===== config.mk =====
export PLATFORM = sky130hd
export DESIGN_NAME = pll_lock_timer
export DESIGN_NICKNAME = d
export VERILOG_FILES = /design/src/rtl/lki_pkg.sv /design/src/rtl/lki_rst_sync.sv /design/src/rtl/lki_tick_gen.sv /design/src/rtl/lki_win_qual.sv /design/src/rtl/lki_lock_fsm.sv /design/src/rtl/pll_lock_timer.sv
export SDC_FILE = /design/constraint.sdc
export NUM_CORES = 1
export LEC_CHECK = 0
export ABC_AREA = 1
export BUFFER_PORTS_ARGS = -buffer_cell sky130_fd_sc_hd__buf_2
export CAP_MARGIN = 20
export CORE_MARGIN = 2
export CORE_UTILIZATION = 30
export DETAILED_ROUTE_END_ITERATION = 7
export GPL_TIMING_DRIVEN = 0
export PLACE_DENSITY = 0.54
export SYNTH_ARGS = -nofsm -noshare
export SYNTH_HDL_FRONTEND = slang
export SYNTH_HIERARCHICAL = 1
export SYNTH_SLANG_ARGS = --single-unit

===== constraint.sdc =====
create_clock -name clk -period 1.4 [get_ports clk]
set_input_delay 0.21 -clock clk [delete_from_list [all_inputs] [get_ports clk]]
set_output_delay 0.21 -clock clk [all_outputs]
set_load 0.01 [all_outputs]

===== src/rtl/lki_pkg.sv =====
package lki_pkg;

  typedef enum logic [1:0] {
    ST_UNLOCKED = 2'd0,
    ST_LOCKED   = 2'd1,
    ST_GRACE    = 2'd2
  } lki_state_e;

  localparam logic [1:0] MODE_NORMAL = 2'b00;
  localparam logic [1:0] MODE_HOLD   = 2'b01;

  function automatic logic mode_is_normal(input logic [1:0] m);
    return (m == MODE_NORMAL);
  endfunction

  function automatic logic mode_is_hold(input logic [1:0] m);
    return (m == MODE_HOLD);
  endfunction

  function automatic logic mode_is_free(input logic [1:0] m);
    return m[1];
  endfunction

endpackage


===== src/rtl/lki_rst_sync.sv =====
module lki_rst_sync (
  input  logic clk,
  input  logic rst_n,
  output logic rst_n_sync_o
);

  logic [1:0] sync_q;
  logic [1:0] sync_d;

  always_comb begin
    sync_d = {sync_q[0], 1'b1};
  end

  always_ff @(posedge clk or negedge rst_n) begin
    if (!rst_n) begin
      sync_q <= 2'b00;
    end else begin
      sync_q <= sync_d;
    end
  end

  assign rst_n_sync_o = sync_q[1];

endmodule


===== src/rtl/lki_tick_gen.sv =====
module lki_tick_gen #(
  parameter int TICK_DIV = 20000
) (
  input  logic clk,
  input  logic rst_n,
  output logic tick_o
);

  localparam int CW = (TICK_DIV > 1) ? $clog2(TICK_DIV) : 1;
  localparam logic [CW-1:0] CNT_LAST = CW'(TICK_DIV - 1);

  logic [CW-1:0] cnt_q;
  logic [CW-1:0] cnt_d;
  logic          tick;

  always_comb begin
    tick  = (cnt_q == CNT_LAST);
    cnt_d = tick ? '0 : cnt_q + 1'b1;
  end

  always_ff @(posedge clk or negedge rst_n) begin
    if (!rst_n) begin
      cnt_q <= '0;
    end else begin
      cnt_q <= cnt_d;
    end
  end

  assign tick_o = tick;

  AST_CNT_RANGE: assert property (@(posedge clk) disable iff (!rst_n)
    cnt_q <= CNT_LAST);

  generate
    if (TICK_DIV > 1) begin : g_spacing
      AST_TICK_SPACED: assert property (@(posedge clk) disable iff (!rst_n)
        tick_o |=> !tick_o);
    end
  endgenerate

endmodule


===== src/rtl/lki_win_qual.sv =====
module lki_win_qual #(
  parameter int ERR_W      = 16,
  parameter int LOCK_TICKS = 1000
) (
  input  logic             clk,
  input  logic             rst_n,
  input  logic             tick_i,
  input  logic             normal_i,
  input  logic [ERR_W-1:0] phase_err_i,
  input  logic [ERR_W-1:0] win_i,
  output logic             qual_done_o
);

  localparam int QW = $clog2(LOCK_TICKS + 1);
  localparam logic [QW-1:0] QUAL_LIM = QW'(LOCK_TICKS);

  logic [ERR_W:0]  err_ext;
  logic [ERR_W:0]  err_mag;
  logic            in_win;
  logic [QW-1:0]   qcnt_q;
  logic [QW-1:0]   qcnt_d;
  logic            done;

  // magnitude carried one bit wider so the most negative code fits
  always_comb begin
    err_ext = {phase_err_i[ERR_W-1], phase_err_i};
    err_mag = err_ext[ERR_W] ? (~err_ext + 1'b1) : err_ext;
    in_win  = (err_mag <= {1'b0, win_i});
  end

  always_comb begin
    done   = (qcnt_q == QUAL_LIM);
    qcnt_d = qcnt_q;
    if (!normal_i) begin
      qcnt_d = '0;
    end else if (tick_i) begin
      if (!in_win) begin
        qcnt_d = '0;
      end else if (!done) begin
        qcnt_d = qcnt_q + 1'b1;
      end
    end
  end

  always_ff @(posedge clk or negedge rst_n) begin
    if (!rst_n) begin
      qcnt_q <= '0;
    end else begin
      qcnt_q <= qcnt_d;
    end
  end

  assign qual_done_o = done;

  AST_QUAL_BOUND: assert property (@(posedge clk) disable iff (!rst_n)
    qcnt_q <= QUAL_LIM);

  AST_QUAL_STEP: assert property (@(posedge clk) disable iff (!rst_n)
    (qcnt_q != $past(qcnt_q) && qcnt_q != '0) |-> $past(tick_i));

  AST_OUT_CLEARS: assert property (@(posedge clk) disable iff (!rst_n)
    (normal_i && tick_i && !in_win) |=> (qcnt_q == '0));

  AST_MODE_CLEARS: assert property (@(posedge clk) disable iff (!rst_n)
    !normal_i |=> (qcnt_q == '0));

endmodule


===== src/rtl/lki_lock_fsm.sv =====
module lki_lock_fsm
  import lki_pkg::*;
#(
  parameter int GRACE_TICKS = 1000
) (
  input  logic       clk,
  input  logic       rst_n,
  input  logic       tick_i,
  input  logic [1:0] mode_i,
  input  logic       qual_done_i,
  output logic       lock_o
);

  localparam int GW = (GRACE_TICKS > 1) ? $clog2(GRACE_TICKS) : 1;
  localparam logic [GW-1:0] GRACE_LAST = GW'(GRACE_TICKS - 1);

  lki_state_e    state_q;
  lki_state_e    state_d;
  logic [GW-1:0] gcnt_q;
  logic [GW-1:0] gcnt_d;
  logic          m_norm;
  logic          m_hold;
  logic          m_free;

  always_comb begin
    m_norm = mode_is_normal(mode_i);
    m_hold = mode_is_hold(mode_i);
    m_free = mode_is_free(mode_i);
  end

  always_comb begin
    state_d = state_q;
    gcnt_d  = gcnt_q;
    unique case (state_q)
      ST_UNLOCKED: begin
        gcnt_d = '0;
        if (m_norm && qual_done_i) begin
          state_d = ST_LOCKED;
        end
      end
      ST_LOCKED: begin
        gcnt_d = '0;
        if (m_free) begin
          state_d = ST_UNLOCKED;
        end else if (m_hold) begin
          state_d = ST_GRACE;
        end
      end
      ST_GRACE: begin
        if (m_free) begin
          state_d = ST_UNLOCKED;
          gcnt_d  = '0;
        end else if (m_norm) begin
          state_d = ST_LOCKED;
          gcnt_d  = '0;
        end else if (tick_i) begin
          if (gcnt_q == GRACE_LAST) begin
            state_d = ST_UNLOCKED;
            gcnt_d  = '0;
          end else begin
            gcnt_d = gcnt_q + 1'b1;
          end
        end
      end
      default: begin
        state_d = ST_UNLOCKED;
        gcnt_d  = '0;
      end
    endcase
  end

  always_ff @(posedge clk or negedge rst_n) begin
    if (!rst_n) begin
      state_q <= ST_UNLOCKED;
      gcnt_q  <= '0;
    end else begin
      state_q <= state_d;
      gcnt_q  <= gcnt_d;
    end
  end

  assign lock_o = (state_q != ST_UNLOCKED);

  AST_RISE_NEEDS_QUAL: assert property (@(posedge clk) disable iff (!rst_n)
    $rose(lock_o) |-> $past(qual_done_i));

  AST_GRACE_HOLDS: assert property (@(posedge clk) disable iff (!rst_n)
    (lock_o && m_hold && !(tick_i && gcnt_q == GRACE_LAST)) |=> lock_o);

  AST_GRACE_RANGE: assert property (@(posedge clk) disable iff (!rst_n)
    gcnt_q <= GRACE_LAST);

  AST_HOLD_NO_RELOCK: assert property (@(posedge clk) disable iff (!rst_n)
    (!lock_o && m_hold) |=> !lock_o);

  AST_FREE_DROPS: assert property (@(posedge clk) disable iff (!rst_n)
    m_free |=> !lock_o);

  AST_GRACE_CANCEL: assert property (@(posedge clk) disable iff (!rst_n)
    (state_q == ST_GRACE && m_norm) |=> (lock_o && gcnt_q == '0));

  AST_NORMAL_KEEPS: assert property (@(posedge clk) disable iff (!rst_n)
    (lock_o && m_norm) |=> lock_o);

endmodule


===== src/rtl/pll_lock_timer.sv =====
module pll_lock_timer
  import lki_pkg::*;
#(
  parameter int ERR_W       = 16,
  parameter int TICK_DIV    = 20000,
  parameter int LOCK_TICKS  = 1000,
  parameter int GRACE_TICKS = 1000
) (
  input  logic             clk,
  input  logic             rst_n,
  input  logic [ERR_W-1:0] phase_err_i,
  input  logic [ERR_W-1:0] win_i,
  input  logic [1:0]       mode_i,
  output logic             lock_o
);

  logic rst_n_int;
  logic tick;
  logic normal;
  logic qual_done;

  assign normal = mode_is_normal(mode_i);

  lki_rst_sync u_rst_sync (
    .clk          (clk),
    .rst_n        (rst_n),
    .rst_n_sync_o (rst_n_int)
  );

  lki_tick_gen #(
    .TICK_DIV (TICK_DIV)
  ) u_tick_gen (
    .clk    (clk),
    .rst_n  (rst_n_int),
    .tick_o (tick)
  );

  lki_win_qual #(
    .ERR_W      (ERR_W),
    .LOCK_TICKS (LOCK_TICKS)
  ) u_win_qual (
    .clk         (clk),
    .rst_n       (rst_n_int),
    .tick_i      (tick),
    .normal_i    (normal),
    .phase_err_i (phase_err_i),
    .win_i       (win_i),
    .qual_done_o (qual_done)
  );

  lki_lock_fsm #(
    .GRACE_TICKS (GRACE_TICKS)
  ) u_lock_fsm (
    .clk         (clk),
    .rst_n       (rst_n_int),
    .tick_i      (tick),
    .mode_i      (mode_i),
    .qual_done_i (qual_done),
    .lock_o      (lock_o)
  );

  AST_RESET_UNLOCKED: assert property (@(posedge clk)
    !rst_n |=> !lock_o);

endmodule


==> metrics.md <==
| Metric | Value |
|---|---|
| Core Area | approximately 0.010 sq mm |
| Achievable frequency | ~410 MHz |
| Crit path capture type | register |
| Vias in the first global route | approximately 2800 |
| Final Skew | between 0.006 and 0.007 ns |
| Crit share post-route | 1.73 |
| Worst slew margin | 0.451 |
| Commonest non-fill, non-tap cell in the layout | nand2_1 |
| Seq pwr share | 0.453 |
| Initial antenna violation count | 0 |
| PD cells | 654 mW/mm^2 |
| Power Internal | 0.00185 W |
| Clock buffer depth | 2 |
| RD Place Congestion | about 0.80 |
| Initial Util | 0.306 |
| Fin. Hold Viols | 0 |
| Fin nets | about 590 |
| Dpl cells | between 600 and 700 |
| Antenna-violating nets left | 0 |
| Latest clock arrival within the worst-skew pair | 0.30 ns |
| Congestion Overflow GR | 0 |
| Unrepaired setup endpoints after global routing | yes |
| Die W | about 110 microns |
| Io pins | 37 |
| Layout area overhead | 29.1% |
| Layout cells sized above 1 | 0.249 |
| Most frequent cells in the layout | nand2_1 (110), inv_1 (77), nor2_1 (59), dfrtp_1 (38), buf_2 (34) |
| Row count | 37 |
| Global-route wire length before repair | 11700 microns |
| Syn nets | 520 |
| Final instance area | 0.00404 sq mm |
| Synth cell types | 36 |
| Critical path class | in2reg |
| Violated checks | negative setup slack |
| Switching Fraction | 0.299 |
| #FFs+latches synth | 39 |
| Switching power | 0.000789 W |
| Clock net sink count | 39 |
| Setup crit start kind | primary input |
| IO Port Bufs | 36 |
| DRT iter0 DRCs | 97 |
| Peak supply drop | roughly 300 uV |
| Ant diodes | 0 |
| Worst-path fanout max | 5 |
| Layout fillers | approximately 1100 |
| Area of the multi-input gates | around 0.002 sq mm |
| RR Startpoint | u_tick_gen/cnt_q[0]$_DFF_PN0_ |
| Die ar. | 0.0113 sq mm |
| Routed WL | 6710 microns |
| Max-slew violation count | 0 |
| Vias per cell | ~4.4 |
| Cell Area, Synth | around 0.0031 sq mm |
| Clock Tree Root | clkbuf_8 |
| Mapped Cells | ~460 |
| Final critical-path required period | between 2 and 2.5 ns |
| Fin cells | 666 |
| Cell Area, Placed | roughly 0.0035 sq mm |
| CTS tree | built |
| Slew @ Worst Pin | roughly 0.82 ns |
| Max-cap viol count | 0 |
| Remaining DRCs | 0 |
| Avg Inst Size Synth | between 6 and 7 sq um |
| Setup WS post-layout | -1.03 ns |
| CP Data Arrival Time | approximately 2.7 ns |
| Drt pass-1 iters | 4 |
| HP Start | mode_i[1] |
| Hold WC Path Type | in2reg |
| H-tree depth | 2 |
| CTS Buf Count | 5 |
| Final setup viols | 22 |
| Seq/Total Area, Yosys | 0.312 |
| Yosys warning total | 6 |
| CP startpoint | phase_err_i[2] |
| Die Y | 106 microns |
| Post-DP HPWL | 4820 microns |
| Post-Place Setup Slack | -1.53 ns |
| Total GRT Usage | 0.125 |
| Drt wl/cell | about 10 microns |
| Clock share of power | 0.324 |
| Clock transition at path regs | approximately 0.080 ns |
| Pleak | between 2 and 2.5 nW |
| CP Data Required Time | between 1.5 and 2 ns |
| Combinational power share | 0.223 |
| FF/Latch Area | approximately 980 sq um |
| Via Count | between 2000 and 3000 |
| Pwr Total | 0.00264 W |
| Pin count of the biggest net entering global routing | 38 |
| Fin Hold WS | approximately 0.15 ns |
| Outcome | finished, violations left |
==> flip-flops by register name, summed over array words and instances, names as in the netlist <==
signal              cells
u_lock_fsm/gcnt_q      10
u_lock_fsm/state_q      2
u_rst_sync/sync_q       2
u_tick_gen/cnt_q       15
u_win_qual/qcnt_q      10
==> per-layer routing <==
metal  global-route usage  part of all wire
met4               0.0282            0.0088
met3               0.0294             0.029
met1                0.158              0.48
met2                0.216              0.48
met5                    0                 0
==> final timing paths <==
kind | end | slack (ns) | cells past startpoint
min | u_lock_fsm/state_q[1]$_DFFE_PN0P_ | 0.15 | 2
max reg2reg | u_win_qual/qcnt_q[6]$_DFFE_PN0P_ | -0.58 | 13
min reg2reg | u_lock_fsm/state_q[0]$_DFFE_PN0P_ | 0.37 | 0
min in group asynchronous | u_rst_sync/sync_q[1]$_DFF_PN0_ | 0.22 | 2
max in group asynchronous | u_tick_gen/cnt_q[5]$_DFF_PN0_ | 0.52 | 0
max | u_win_qual/qcnt_q[1]$_DFFE_PN0P_ | -1.03 | 23
==> kinds of logic (layout without fill, tap and decap cells) <==
| kind of cell | after synthesis | in the layout | synth area share |
|---|---|---|---|
| fa+ha+maj | 21 | 21 | 0.0840 |
| other cells | 1 | 1 | 0.00120 |
| buf+inv | 93 | 158 | 0.114 |
| simple gates | 260 | 262 | 0.378 |
| flops | 39 | 39 | 0.312 |
| xor+xnor | 22 | 22 | 0.0616 |
| compound gates | 27 | 27 | 0.0488 |
==> cells in the mapped netlist <==
master	count	area (sq um)
nand3_4	1	17.5
nor2_2	4	25.0
o21a_1	1	7.51
nand4_1	18	113
o21ai_1	2	10.0
nand3_1	19	95.1
o21bai_1	1	7.51
nor3b_1	1	7.51
nand2_4	2	22.5
nor2_4	4	45.0
a21o_1	1	7.51
o21ai_2	1	8.76
o21ai_0	8	40.0
nand3_2	2	20.0
xor2_1	17	149
o211ai_1	1	7.51
inv_1	84	315
ha_1	21	263
nor3_1	6	30.0
clkinv_1	2	7.51
dfrtp_1	39	976
a21oi_1	10	50.1
buf_6	1	11.3
nor4_1	1	6.26
inv_2	4	15.0
and2_0	1	6.26
clkbuf_1	2	7.51
and2_4	1	8.76
or2_0	2	12.5
nand2_2	12	75.1
xnor2_1	5	43.8
a31oi_1	1	6.26
nand2_1	118	443
nor2_1	68	255
conb_1	1	3.75
o31ai_1	1	7.51
==> per-stage QoR <==
stage                     utilization  TNS, ns
after floorplan                     -   -10.54
after global routing            0.395   -15.20
final                           0.395   -12.05
after CTS                       0.378   -12.51
after detailed placement        0.346   -19.38
after global placement          0.346   -31.32
==> worst max-delay path: stages <==
cell	delay [ns]
buf_2	0.12
inv_1	0.08
nand3_1	0.10
inv_1	0.08
nand4_1	0.14
nor2_2	0.18
nand3_2	0.10
nand2_2	0.11
o21ai_0	0.09
nand2_1	0.07
nand2_1	0.05
ha_1	0.27
inv_1	0.05
nor2_4	0.11
and2_4	0.15
nand3_2	0.05
or2_4	0.25
nand2_4	0.11
buf_6	0.13
nand2_2	0.05
nor2_2	0.06
nand2_1	0.06
nand2_1	0.06
==> power groups by stage <==
stage,clock network [W],logic (W),registers (W)
5_1_grt,0.000938,0.000663,0.00120
6_report,0.000856,0.000588,0.00120
4_1_cts,0.000886,0.000556,0.00120
3_3_place_gp,0,0.000490,0.00122
2_1_floorplan,0,0.000353,0.00121
3_5_place_dp,0,0.000501,0.00122
==> area by class of cell <==
class / count / area share
multi-input combinational: 333 / 0.496
sequential: 39 / 0.242
timing repair buffer: 57 / 0.0973
inverter: 90 / 0.0927
tap: 136 / 0.0422
clock buffer: 8 / 0.0248
buffer: 3 / 0.00465
==> timing repair <==
item,CTS,global route
endpoints found under the setup margin,22,22
endpoints found under the hold margin,2,0
gates resized for setup,25,31
buffers inserted,13,6
cloned,3,0
hold buffers,1,0
pin swaps,14,15
(Power assumes the default switching activity.)
